===== config.mk =====
export PLATFORM = sky130hd
export DESIGN_NAME = cmp_wdog_timer
export DESIGN_NICKNAME = d
export VERILOG_FILES = /design/src/rtl/wdt_pkg.sv /design/src/rtl/wdt_tick.sv /design/src/rtl/wdt_cmp_bank.sv /design/src/rtl/wdt_pulse.sv /design/src/rtl/cmp_wdog_timer.sv
export SDC_FILE = /design/constraint.sdc
export NUM_CORES = 1
export LEC_CHECK = 0
export ABC_AREA = 1
export BUFFER_PORTS_ARGS = -buffer_cell sky130_fd_sc_hd__buf_4
export CAP_MARGIN = 30
export CELL_PAD_IN_SITES_DETAIL_PLACEMENT = 1
export CELL_PAD_IN_SITES_GLOBAL_PLACEMENT = 2
export CORE_ASPECT_RATIO = 0.8
export CORE_MARGIN = 3
export CORE_UTILIZATION = 37
export DETAILED_ROUTE_END_ITERATION = 10
export PLACE_DENSITY = 0.88
export SYNTH_ARGS = -nofsm -noshare
export SYNTH_HDL_FRONTEND = slang
export SYNTH_HIERARCHICAL = 1
export SYNTH_SLANG_ARGS = --single-unit

===== constraint.sdc =====
create_clock -name clk -period 4.6 [get_ports clk]
set_input_delay 0.92 -clock clk [delete_from_list [all_inputs] [get_ports clk]]
set_output_delay 0.92 -clock clk [all_outputs]
set_load 0.01 [all_outputs]

===== src/rtl/wdt_pkg.sv =====
package wdt_pkg;
  localparam int DATA_W = 32;
  localparam int ADDR_W = 8;
  localparam logic [ADDR_W-1:0] OFF_COUNT = 8'h00;
  localparam logic [ADDR_W-1:0] OFF_CMP0  = 8'h08;
  localparam logic [ADDR_W-1:0] OFF_STAT  = 8'h20;
  localparam logic [ADDR_W-1:0] OFF_IEN   = 8'h24;
  localparam logic [ADDR_W-1:0] OFF_ARM   = 8'h28;
  localparam logic [ADDR_W-1:0] OFF_SNAPW = 8'h30;
  localparam logic [ADDR_W-1:0] OFF_SNAPR = 8'h34;
endpackage


===== src/rtl/wdt_tick.sv =====
module wdt_tick #(
  parameter int TICK_DIV = 200,
  parameter int CNT_W    = 32
) (
  input  logic             clk,
  input  logic             rst,
  output logic             tick_o,
  output logic [CNT_W-1:0] cnt_o,
  output logic [CNT_W-1:0] cnt_next_o
);
  localparam int DIV_W = (TICK_DIV > 1) ? $clog2(TICK_DIV) : 1;
  localparam logic [DIV_W-1:0] DIV_LAST = DIV_W'(TICK_DIV - 1);

  logic [DIV_W-1:0] div_q;

  assign tick_o     = (div_q == DIV_LAST);
  assign cnt_next_o = cnt_o + 1'b1;

  always_ff @(posedge clk) begin
    if (rst) begin
      div_q <= '0;
      cnt_o <= '0;
    end else begin
      div_q <= tick_o ? '0 : div_q + 1'b1;
      if (tick_o) cnt_o <= cnt_next_o;
    end
  end

  // the counter only ever moves forward by one
  a_r1_step_by_one: assert property (@(posedge clk) disable iff (rst)
    !$stable(cnt_o) |-> (cnt_o == $past(cnt_o) + 1'b1));
endmodule


===== src/rtl/wdt_cmp_bank.sv =====
module wdt_cmp_bank #(
  parameter int N_CH  = 6,
  parameter int CNT_W = 32
) (
  input  logic                       clk,
  input  logic                       rst,
  input  logic                       tick_i,
  input  logic [CNT_W-1:0]           cnt_next_i,
  input  logic [N_CH-1:0]            cmp_we_i,
  input  logic [CNT_W-1:0]           wdata_i,
  input  logic [N_CH-1:0]            clr_i,
  output logic [N_CH-1:0][CNT_W-1:0] cmp_o,
  output logic [N_CH-1:0]            status_o,
  output logic [N_CH-1:0]            hit_o
);
  for (genvar i = 0; i < N_CH; i++) begin : g_ch
    assign hit_o[i] = tick_i && (cnt_next_i == cmp_o[i]);

    always_ff @(posedge clk) begin
      if (rst) begin
        cmp_o[i]    <= '0;
        status_o[i] <= 1'b0;
      end else begin
        if (cmp_we_i[i]) cmp_o[i] <= wdata_i;
        if (hit_o[i])      status_o[i] <= 1'b1;
        else if (clr_i[i]) status_o[i] <= 1'b0;
      end
    end
  end

  // a set status bit only drops after a clear request
  a_r3_sticky: assert property (@(posedge clk) disable iff (rst)
    (($past(status_o) & ~$past(clr_i) & ~status_o) == '0));
  // a status bit only rises after a compare hit
  a_r3_rise_on_hit: assert property (@(posedge clk) disable iff (rst)
    ((status_o & ~$past(status_o) & ~$past(hit_o)) == '0));
endmodule


===== src/rtl/wdt_pulse.sv =====
module wdt_pulse #(
  parameter int RST_PULSE = 16
) (
  input  logic clk,
  input  logic rst,
  input  logic fire_i,
  output logic pulse_o,
  output logic done_o
);
  localparam int PW = (RST_PULSE > 1) ? $clog2(RST_PULSE) : 1;

  logic [PW-1:0] left_q;

  assign done_o = pulse_o && (left_q == '0);

  always_ff @(posedge clk) begin
    if (rst) begin
      pulse_o <= 1'b0;
      left_q  <= '0;
    end else if (!pulse_o) begin
      if (fire_i) begin
        pulse_o <= 1'b1;
        left_q  <= PW'(RST_PULSE - 1);
      end
    end else if (left_q == '0) begin
      pulse_o <= 1'b0;
    end else begin
      left_q <= left_q - 1'b1;
    end
  end

  // the pulse cannot end while cycles remain
  a_r6_pulse_holds: assert property (@(posedge clk) disable iff (rst)
    (pulse_o && left_q != '0) |=> pulse_o);
endmodule


===== src/rtl/cmp_wdog_timer.sv =====
module cmp_wdog_timer
  import wdt_pkg::*;
#(
  parameter int TICK_DIV  = 200,
  parameter int N_CH      = 6,
  parameter int WDOG_CH   = 5,
  parameter int RST_PULSE = 16
) (
  input  logic              clk,
  input  logic              rst,
  input  logic              bus_wr,
  input  logic              bus_rd,
  input  logic [ADDR_W-1:0] bus_addr,
  input  logic [DATA_W-1:0] bus_wdata,
  output logic [DATA_W-1:0] bus_rdata,
  output logic              irq_o,
  output logic              wdog_rst_o
);
  logic                        tick;
  logic [DATA_W-1:0]           cnt, cnt_next, snap_q;
  logic [N_CH-1:0][DATA_W-1:0] cmp;
  logic [N_CH-1:0]             status, hit, cmp_we, clr, ien_q;
  logic                        arm_q, fire, done;
  logic [DATA_W-1:0]           rd_mux;

  wdt_tick #(.TICK_DIV(TICK_DIV), .CNT_W(DATA_W)) u_tick (
    .clk(clk), .rst(rst), .tick_o(tick), .cnt_o(cnt), .cnt_next_o(cnt_next));

  for (genvar i = 0; i < N_CH; i++) begin : g_we
    assign cmp_we[i] = bus_wr && (bus_addr == OFF_CMP0 + ADDR_W'(4 * i));
  end
  assign clr = (bus_wr && bus_addr == OFF_STAT) ? bus_wdata[N_CH-1:0] : '0;

  wdt_cmp_bank #(.N_CH(N_CH), .CNT_W(DATA_W)) u_bank (
    .clk(clk), .rst(rst), .tick_i(tick), .cnt_next_i(cnt_next),
    .cmp_we_i(cmp_we), .wdata_i(bus_wdata), .clr_i(clr),
    .cmp_o(cmp), .status_o(status), .hit_o(hit));

  assign fire = hit[WDOG_CH] && arm_q && ien_q[WDOG_CH];

  wdt_pulse #(.RST_PULSE(RST_PULSE)) u_pulse (
    .clk(clk), .rst(rst), .fire_i(fire), .pulse_o(wdog_rst_o), .done_o(done));

  always_ff @(posedge clk) begin
    if (rst) begin
      ien_q  <= '0;
      arm_q  <= 1'b0;
      snap_q <= '0;
      irq_o  <= 1'b0;
    end else begin
      if (bus_wr && bus_addr == OFF_IEN) ien_q <= bus_wdata[N_CH-1:0];
      if (done) arm_q <= 1'b0;
      else if (bus_wr && bus_addr == OFF_ARM) arm_q <= bus_wdata[0];
      if (bus_wr && bus_addr == OFF_SNAPW && bus_wdata[0]) snap_q <= cnt;
      irq_o <= |(status & ien_q);
    end
  end

  always_comb begin
    rd_mux = '0;
    unique case (bus_addr)
      OFF_COUNT: rd_mux = cnt;
      OFF_STAT:  rd_mux = DATA_W'(status);
      OFF_IEN:   rd_mux = DATA_W'(ien_q);
      OFF_ARM:   rd_mux = DATA_W'(arm_q);
      OFF_SNAPR: rd_mux = snap_q;
      default:   rd_mux = '0;
    endcase
    for (int i = 0; i < N_CH; i++)
      if (bus_addr == OFF_CMP0 + ADDR_W'(4 * i)) rd_mux = cmp[i];
  end

  always_ff @(posedge clk) begin
    if (rst)         bus_rdata <= '0;
    else if (bus_rd) bus_rdata <= rd_mux;
  end

  // a pulse starts only if armed and enabled on the prior cycle
  a_r7_gated_start: assert property (@(posedge clk) disable iff (rst)
    $rose(wdog_rst_o) |-> ($past(arm_q) && $past(ien_q[WDOG_CH])));
  // disarmed once the pulse ends
  a_r8_self_disarm: assert property (@(posedge clk) disable iff (rst)
    $fell(wdog_rst_o) |-> !arm_q);
  // interrupt follows enabled status one cycle later
  a_r4_irq_follow: assert property (@(posedge clk) disable iff (rst)
    irq_o == |($past(status) & $past(ien_q)));
endmodule


; After elaboration in Yosys (flattened, before gate mapping)
; Index checks and enable logic that the tools add are counted.
[word_totals]
romBits = 0
input_bits = 44
mem_count = 0
mem_bits_rw = 0
word_cells = 103
regBits = 315
latch_bits = 0
[op_classes]
order_cmp = 0
eq_ne = 19
n_addsub = 3
n_reduce_logical = 33
n_div = 0
shift = 0
mul = 0
mux = 26
bitwise = 1
[ops]
columns = operator, count
row1 = == test 32 bit, 6
row2 = two-way mux 32 bit, 6
row3 = one-hot mux 32 bit (5 select lines), 1
row4 = "== test 8 x 6 -> 1 bit, second input constant", 5
row5 = "adder 32 x 1 -> 32 bit, second input constant", 1
row6 = "== test 8 x 5 -> 1 bit, second input constant", 4
row7 = logical AND 1 bit, 20
row8 = "== test 8 x 4 -> 1 bit, second input constant", 2
row9 = two-way mux 1 bit, 15
row10 = nonzero test 2 bit, 7
row11 = two-way mux 4 bit, 3
row12 = "adder 8 x 1 -> 8 bit, second input constant", 1
row13 = "== test 8 bit, second input constant", 1
row14 = logical NOT 8 bit, 1
row15 = bitwise AND 6 bit, 1
row16 = two-way mux 6 bit, 1
row17 = OR reduction 6 bit, 1
row18 = logical NOT 4 bit, 1
row19 = OR reduction 2 bit, 2
row20 = "subtractor 4 x 1 -> 4 bit, second input constant", 1
row21 = "inequality test 2 bit, second input constant", 1
row22 = AND reduction 2 bit, 1

; Depth between registers and ports, before layout
; Gate-level depths: netlist (run 1).
[logic_depth]
depth_word = 8
ltp_mapped = 22
ltp_nobuf = 21

; Modules after synthesis
; Netlist (run 1), hierarchy kept.
[by_module_without_submodules]
columns = mod, instances, seq_area_each_um2, cells_each, area_each_um2
row1 = wdt_cmp_bank, 1, 3963.8, 1818, 11375.9
row2 = cmp_wdog_timer, 1, 1441.4, 804, 4912.2
row3 = wdt_tick, 1, 800.8, 370, 2397.3
row4 = wdt_pulse, 1, 100.1, 42, 277.8

; Worst setup path before layout (run 1)
; OpenSTA, ideal clock, no wires.
[synth_timing]
kind = register -> register
startpoint = reg u_tick.cnt_o[0]
endpoint = reg u_pulse.left_q[3]
t_required_ps = 4530
arrival_time_ps = 2587
setup_ps = 70
stages_incl_launch_ff = 22
path_slack_ps = 1944
cell_sequence = dfxtp_1 > ha_1 > nand2_1 > nor2_4 > nand2_2 > nor2_4 > nand3_1 > and2_1 > buf_2 > inv_2 > nand2_1 > nand2_1 > inv_1 > nor4_1 > nand3_1 > nor2_1 > nand2_1 > nor2_1 > o21ai_2 > inv_1 > nand2_1 > a21oi_1
[synth_via]
elab_chain_len = 7
[synth_rtl]
columns = item, line_no
row1 = from (decl), wdt_tick.sv:8  ; output logic [CNT_W-1:0] cnt_o,
row2 = from (signal assigned), wdt_tick.sv:25  ; if (tick_o) cnt_o <= cnt_next_o;
row3 = adder 32 x 1 -> 32 bit, wdt_tick.sv:17  ; assign cnt_next_o = cnt_o + 1'b1;
row4 = named net cnt_next[30], cmp_wdog_timer.sv:20  ; logic [DATA_W-1:0] cnt, cnt_next, snap_q;
row5 = == test 32 bit, wdt_cmp_bank.sv:17  ; assign hit_o[i] = tick_i && (cnt_next_i == cmp_o[i]);
row6 = logical AND 1 bit, wdt_cmp_bank.sv:17
row7 = named net hit[5], cmp_wdog_timer.sv:22  ; logic [N_CH-1:0] status, hit, cmp_we, clr, ien_q;
row8 = logical AND 1 bit (2 in series), cmp_wdog_timer.sv:39  ; assign fire = hit[WDOG_CH] && arm_q && ien_q[WDOG_CH];
row9 = named net fire, cmp_wdog_timer.sv:23  ; logic arm_q, fire, done;
row10 = nonzero test 2 bit (no source line), n/a
row11 = AND reduction 2 bit (no source line), n/a
row12 = to (signal assigned), wdt_pulse.sv:23  ; left_q <= PW'(RST_PULSE - 1);
row13 = to (signal assigned), wdt_pulse.sv:28  ; left_q <= left_q - 1'b1;
row14 = to (decl), wdt_pulse.sv:12  ; logic [PW-1:0] left_q;
; The timed path passes the listed nets, and every way through them passes these cells.
; A chain may end at the register's enable or synchronous reset.

; Worst setup path in the final report (run 1)
; Same ends and word-level chain as after synthesis.

==> results of run 1 <==
==> metrics by stage <==
stage / std cells / total power, mW / hold WS, ps
2_1_floorplan: 2854 / 2.92 / 430
3_3_place_gp: 3449 / 3.05 / 440
3_5_place_dp: 3454 / 3.06 / 454
4_1_cts: 3521 / 6.16 / 467
5_1_grt: 3522 / 6.32 / 496
6_report: 3523 / 6.11 / 465
==> power by group through the flow <==
stage	logic, mW	registers, mW	clock network (mW)
floorplan	0.119	2.80	0
global placement	0.249	2.80	0
detailed placement	0.257	2.81	0
CTS	0.258	2.75	3.15
global route	0.279	2.74	3.30
finish	0.261	2.75	3.10
==> flip-flops by register name (all words and copies together) (netlist names) <==
register and cells:
arm_q 1, bus_rdata 32, ien_q 6, irq_o 1, snap_q 32, u_bank/cmp_o 192
u_bank/status_o 6, u_pulse/left_q 4, u_pulse/pulse_o 1, u_tick/cnt_o 32, u_tick/div_q 8
==> layer usage <==
layer / track usage, % / vias to the layer above
met4: 11.2 / 0
met1: 43.0 / 9382
met2: 46.0 / 658
met5: 0 / -
li1: - / 9007
met3: 6.62 / 132
==> cell type report <==
cell class	instances	area, µm²	area share [%]
inverter	382	1440	7.05
clock inverter	10	129	0.632
antenna	1	2.50	0.0123
clock buffer	57	1110	5.46
timing repair buffer	117	980	4.80
multi-input combinational	2021	9660	47.3
tap	620	776	3.80
sequential	315	6310	30.9
==> critical path: stages (launching register included) <==
cell,delay (ps)
dfxtp_1,450
ha_1,240
nand2_1,100
nor2_4,180
nand2_4,150
nor2_8,190
xor2_2,480
inv_1,80
nand2_1,180
o2111ai_1,170
nor3_1,340
nand3_1,200
nor2_1,260
nand2_1,90
nor2_1,120
o21ai_2,100
inv_1,140
nand2_1,90
a21oi_1,130
==> final timing paths <==
kind              startpoint           endpoint  slack (ps)  depth (start not counted)
max          u_tick/cnt_o[0]  u_pulse/left_q[3]         840                         18
min reg2reg  u_tick/div_q[0]    u_tick/div_q[0]         470                          1
max reg2reg  u_tick/cnt_o[0]  u_pulse/left_q[3]         840                         18
min          u_tick/div_q[0]    u_tick/div_q[0]         470                          1
==> impl_table.tex, run 1 <==
\begin{tabular}{lr}
\hline
Metric & Value \\
\hline
\multicolumn{2}{l}{\textbf{Clock network}} \\
\quad Number of buffers added to fix hold violations after cts & 0 \\
\quad Clock-pin transition on the worst setup and hold timing paths & 60 ps \\
\quad Number of gates given a new drive strength after cts & 0 \\
\quad Number of CTS-inserted buffers & 38 \\
\quad Master cell of the clock root buffer & clkbuf\_16 \\
\quad Postcts setup bufs & 0 \\
\quad Insertion delay of the later-clocked pin in the worst-skew pair & 560 ps \\
\quad Num Clock Sinks & 315 \\
\quad Number of H-tree levels & 2 \\
\quad Clock tree buffer depth & 3 \\
\quad CTS tree & done \\
\multicolumn{2}{l}{\textbf{Floorplanning}} \\
\quad Initial Utilization & 38.0\% \\
\quad Die Area & 0.0515 mm² \\
\quad Number of top-level pins & 78 \\
\quad Horizontal die dimension & 253 µm \\
\quad Die span in y & 204 µm \\
\quad Total number of placement rows & 71 \\
\quad Area of the core & 0.0476 mm² \\
\multicolumn{2}{l}{\textbf{Synthesis}} \\
\quad Post-synth design cell area & 0.0181 mm² \\
\quad Nets in the synthesized netlist & about 2900 \\
\quad Avg Inst Size Synth & approximately 6.3 µm² \\
\quad Count of synthesis-stage warnings from yosys & 6 \\
\quad Count of mapped cells out of synthesis & 2854 \\
\multicolumn{2}{l}{\textbf{Routing}} \\
\quad Routed via count & between 15000 and 20000 \\
\quad ANT nets after route & 0 \\
\quad Initial detailed-routing violation count & 1597 \\
\quad Routed length on met2 & 34100 µm \\
\quad Met3 wirelength from detailed routing & around 6300 µm \\
\quad Via density per instance & roughly 5.4 \\
\quad Top metal layer carrying routed signals & met4 \\
\quad Final Routed Wirelength & 79900 µm \\
\quad First-pass detailed-route iteration total & 5 \\
\quad Routed met1 length & 36700 µm \\
\quad DRC Markers & 0 \\
\quad Mean routed wirelength per cell & between 20 and 25 µm \\
\multicolumn{2}{l}{\textbf{Placed design}} \\
\quad Post-placement cell area & 0.0191 mm² \\
\quad Post-placement setup slack & 839 ps \\
\quad Placer's final routability congestion estimate & $\sim$0.95 \\
\quad Placed wire-length estimate & 58100 µm \\
\quad Count of buffers inserted at the top-level ports & a little under 80 \\
\multicolumn{2}{l}{\textbf{Power}} \\
\quad Total leakage power & 8.51 nW \\
\quad Maximum resistive drop on vdd & about 0.00021 V \\
\quad Switching power total & 1.47 mW \\
\quad Sequential group share of total power & 44.9\% \\
\quad Internal Dissipation & between 4 and 5 mW \\
\quad Pwr/cell area & 299 mW/mm² \\
\quad Clock network power share & 50.8\% \\
\quad Fraction of power spent switching nets & between 20 and 25\% \\
\quad Combinational group share of total power & 4.3\% \\
\multicolumn{2}{l}{\textbf{GRT}} \\
\quad Combined global-route utilization of all metal layers & 30.6\% \\
\quad Global-route wire length before repair & about 120000 µm \\
\quad Pin count of the biggest net entering global routing & 93 \\
\quad Number of antenna violations at the first check in global routing & 0 \\
\quad Number of global-route vias before repair & 19000 \\
\quad Overall overflow remaining after global route & 0 \\
\multicolumn{2}{l}{\textbf{STA}} \\
\quad Summed negative setup slack over all endpoints & 0 ps \\
\quad Achievable Freq & 266 MHz \\
\quad Period Utilization, post-route & 81.8\% \\
\quad Number of endpoints with negative hold slack in the final report & 0 \\
\quad Final Skew & $\sim$16 ps \\
\quad Final critical-path setup slack & $\sim$840 ps \\
\quad Final count of negative-setup-slack endpoints & 0 \\
\quad Number of pins with negative max-slew slack in the final report & 0 \\
\quad RSZ-0062 raised after global routing & false \\
\quad Tmin final & between 3000 and 4000 ps \\
\quad Relative max-transition margin & about 34\% \\
\quad Transition time of the tightest slew-check pin & 993 ps \\
\multicolumn{2}{l}{\textbf{Final layout}} \\
\quad Number of nets in the final layout & 2923 \\
\quad Fillers & 6295 \\
\quad Synthesis-to-finish area growth & 12.9\% \\
\quad Final std cell area, no fill & 0.0204 mm² \\
\quad Ratio of cells with drive above 1 in the final layout & 10.9\% \\
\quad Utilization after layout & 42.8\% \\
\quad Most frequent standard cell in the layout excluding fill and tap cells & nand2\_1 \\
\quad Most used cells in the layout excluding fill and tap cells & nand2\_1 (973), nor2\_1 (316), dfxtp\_1 (315), inv\_1 (314), a211oi\_1 (147) \\
\multicolumn{2}{l}{\textbf{Flow run}} \\
\quad Count of max-cap constraint violations & 0 \\
\multicolumn{2}{l}{\textbf{Worst setup path}} \\
\quad Critical Path RT & 5080 ps \\
\quad Kind of end point of the critical path & flop \\
\quad Data arrival time of the critical path & 4240 ps \\
\quad Startpoint Class & flop \\
\quad Critical path fanouts, max & 8 \\
\quad Crit Path Class & reg -> reg \\
\multicolumn{2}{l}{\textbf{Outcome}} \\
\quad Status & completed \\
\multicolumn{2}{l}{\textbf{Hold path}} \\
\quad Min-Delay Path Class & reg -> reg \\
\hline
\end{tabular}
No activity file was read; power rests on OpenSTA's default activity.
==> run 2, diff against run 1 <==
ABC_AREA = 0   (was 1)
CORE_UTILIZATION = 39   (was 37)
PLACE_DENSITY = 0.83   (was 0.88)
clock period = 3.93 ns   (was 4.6 ns; I/O delays follow)
==> impl_table.tex, run 2 <==
\begin{tabular}{lr}
\hline
Metric & Value \\
\hline
\multicolumn{2}{l}{\textbf{Outcome}} \\
\quad Status & completed \\
\multicolumn{2}{l}{\textbf{Routing}} \\
\quad Final Routed Wirelength & 75500 µm \\
\quad First-pass detailed-route iteration total & 5 \\
\quad ANT nets after route & 0 \\
\quad Mean routed wirelength per cell & about 28 µm \\
\quad Routed via count & 16000 \\
\quad Via density per instance & 6.00 \\
\quad Initial detailed-routing violation count & 1510 \\
\quad DRC Markers & 0 \\
\multicolumn{2}{l}{\textbf{GRT}} \\
\quad Number of antenna violations at the first check in global routing & 2 \\
\quad Combined global-route utilization of all metal layers & 31.4\% \\
\quad Global routing met1 resource utilization & 43.1\% \\
\quad Number of global-route vias before repair & 16000 \\
\quad Global-route wire length before repair & 109000 µm \\
\quad Pin count of the biggest net entering global routing & slightly above 90 \\
\quad Routing usage on met3 & 7.02\% \\
\quad Overall overflow remaining after global route & 0 \\
\quad Met2 Resource Use GR & approximately 48\% \\
\quad Most crowded layer after global routing & met2 \\
\multicolumn{2}{l}{\textbf{Power}} \\
\quad Switching power total & 1.74 mW \\
\quad Sequential group share of total power & 43.6\% \\
\quad Overall power & approximately 7.4 mW \\
\quad Internal Dissipation & 5.68 mW \\
\quad Clock network power share & between 50\% and 60\% \\
\quad Fraction of power spent switching nets & 23.4\% \\
\quad Maximum resistive drop on vdd & 0.000339 V \\
\quad Combinational group share of total power & under 10\% \\
\quad Pwr/cell area & 371 mW/mm² \\
\quad Total leakage power & 7.46 nW \\
\multicolumn{2}{l}{\textbf{Synthesis}} \\
\quad Count of synthesis-stage warnings from yosys & 6 \\
\quad Avg Inst Size Synth & 8.58 µm² \\
\quad Post-synth design cell area & 0.0173 mm² \\
\quad Count of mapped cells out of synthesis & 2016 \\
\quad Nets in the synthesized netlist & 2064 \\
\multicolumn{2}{l}{\textbf{Final layout}} \\
\quad Number of nets in the final layout & approximately 2100 \\
\quad Most frequent standard cell in the layout excluding fill and tap cells & dfxtp\_1 \\
\quad Largest register by flop count & u\_bank/cmp\_o \\
\quad Synthesis-to-finish area growth & 15.5\% \\
\quad FF/Latch Area & 0.00631 mm² \\
\quad Ratio of cells with drive above 1 in the final layout & 14.0\% \\
\quad Ant. Diodes & 0 \\
\quad Footprint of the multi-input gates & 0.0102 mm² \\
\quad Most used cells in the layout excluding fill and tap cells & dfxtp\_1 (315), nor2\_1 (298), mux2i\_1 (229), buf\_4 (158), nand2\_1 (148) \\
\quad Fillers & 5045 \\
\quad Largest register FFs & about 190 \\
\multicolumn{2}{l}{\textbf{Clock network}} \\
\quad CTS tree & done \\
\quad Number of buffers added to fix hold violations after cts & 0 \\
\quad Master cell of the clock root buffer & clkbuf\_16 \\
\quad Num Clock Sinks & 315 \\
\quad Insertion delay of the later-clocked pin in the worst-skew pair & 550 ps \\
\quad Postcts setup bufs & 0 \\
\quad Number of H-tree levels & 2 \\
\quad Number of CTS-inserted buffers & 37 \\
\quad Clock tree buffer depth & 3 \\
\quad Clock-pin transition on the worst setup and hold timing paths & roughly 70 ps \\
\multicolumn{2}{l}{\textbf{STA}} \\
\quad Tmin final & 3710 ps \\
\quad Number of endpoints with negative hold slack in the final report & 0 \\
\quad Summed negative setup slack over all endpoints & 0 ps \\
\quad Final count of negative-setup-slack endpoints & 0 \\
\quad Achievable Freq & approximately 270 MHz \\
\quad RSZ-0062 raised after global routing & false \\
\quad Smallest hold slack & around 450 ps \\
\quad Period Utilization, post-route & 94.4\% \\
\quad Transition time of the tightest slew-check pin & 843 ps \\
\quad Number of pins with negative max-slew slack in the final report & 0 \\
\quad Relative max-transition margin & about 43\% \\
\quad Final Skew & a little over 20 ps \\
\multicolumn{2}{l}{\textbf{Placed design}} \\
\quad Placer's final routability congestion estimate & approximately 1.0 \\
\quad Count of buffers inserted at the top-level ports & 77 \\
\quad Placed wire-length estimate & roughly 54000 µm \\
\multicolumn{2}{l}{\textbf{Worst setup path}} \\
\quad Launch point of the worst path & u\_tick/cnt\_o[24] \\
\quad Kind of end point of the critical path & flop \\
\quad Startpoint Class & flop \\
\quad RR Startpoint & u\_tick/cnt\_o[24] \\
\quad Crit Path Class & reg -> reg \\
\quad Data arrival time of the critical path & 4190 ps \\
\quad Depth of the worst register-to-register path & 13 \\
\quad Worst setup slack for register-to-register paths & 220 ps \\
\quad Endpoint of the lowest-slack register-to-register path & u\_pulse/left\_q[2] \\
\quad Critical Path RT & 4410 ps \\
\quad Termination of the worst setup path & u\_pulse/left\_q[2] \\
\quad Critical path fanouts, max & 7 \\
\multicolumn{2}{l}{\textbf{Floorplanning}} \\
\quad Total number of placement rows & 68 \\
\quad Initial Utilization & 39.8\% \\
\quad Die Area & 0.0469 mm² \\
\quad Die span in y & 194 µm \\
\quad Area of the core & $\sim$0.043 mm² \\
\quad Number of top-level pins & around 80 \\
\quad Horizontal die dimension & 241 µm \\
\multicolumn{2}{l}{\textbf{Flow run}} \\
\quad Count of max-cap constraint violations & 0 \\
\multicolumn{2}{l}{\textbf{Hold path}} \\
\quad Min-Delay Path Class & reg -> reg \\
\hline
\end{tabular}
## run 2: cell count changes in the layout (fill, tap and decap cells not counted), sizes merged, moves of 25 or more
cell	change
inv	-348
nor2	-47
a211oi	-144
a21oi	-58
nor4	+43
xor2	+103
nand3	-29
o21ai	-25
xnor2	+73
mux2i	+229
nand2	-840
buf	+53
## run 2: repair_timing
action                                  in CTS  in global routing
hold endpoints to repair                     0                  0
gates resized for setup                      0                  6
endpoints found under the setup margin       0                  5
## run 2: cell type report
class	instances	area share (%)
Clock buffer	53	5.50
Inverter	15	0.282
Clock inverter	10	1.02
Tap cell	595	3.72
Timing Repair Buffer	169	7.01
Multi-Input combinational cell	1515	50.9
Sequential cell	315	31.6
## run 2: how the worst min path moves through the flow
stage | startpoint | to | slack [ps] | depth (start not counted)
floorplan | u_tick/div_q[0] | u_tick/div_q[0] | 420 | 1
global placement | u_tick/div_q[0] | u_tick/div_q[0] | 440 | 1
finish | snap_q[27] | snap_q[27] | 450 | 2
detailed placement | snap_q[27] | snap_q[27] | 450 | 2
global route | snap_q[27] | snap_q[27] | 480 | 2
CTS | snap_q[24] | snap_q[24] | 450 | 2
## run 2: power groups by stage
stage / combinational [mW] / clock (mW) / sequential [mW]
4_1_cts: 0.413 / 3.82 / 3.23
3_5_place_dp: 0.411 / 0 / 3.30
2_1_floorplan: 0.204 / 0 / 3.30
3_3_place_gp: 0.404 / 0 / 3.30
5_1_grt: 0.442 / 3.96 / 3.23
6_report: 0.415 / 3.77 / 3.23
## run 2: worst max-delay path, cell delays in order, from the launching register on
cell and delay (ps):
dfxtp_1 560, and4_1 430, nand4_1 390, nor2_1 270
xor2_1 270, xor2_1 120, nor4_2 320, nand4_1 130
or4_4 480, nor2_1 120, and3_1 200, nor2b_1 200
a311oi_1 70, nor2_1 90
## run 2: per-stage QoR
stage	instances	util [%]	setup WS, ps	area [µm²]
6_report	2672	46.0	220	20000
3_5_place_dp	2609	42.9	138	18700
5_1_grt	2672	46.0	7.72	20000
4_1_cts	2672	45.9	107	20000
2_1_floorplan	2016	-	416	17300
3_3_place_gp	2609	42.9	293	18700
## run 2: metal layers
| layer | routed length (µm) | vias to the layer above |
|---|---|---|
| met4 | 2930 | 2 |
| met1 | 33300 | 8055 |
| li1 | - | 7103 |
| met3 | 6200 | 162 |
| met5 | 15 | - |
| met2 | 33000 | 708 |
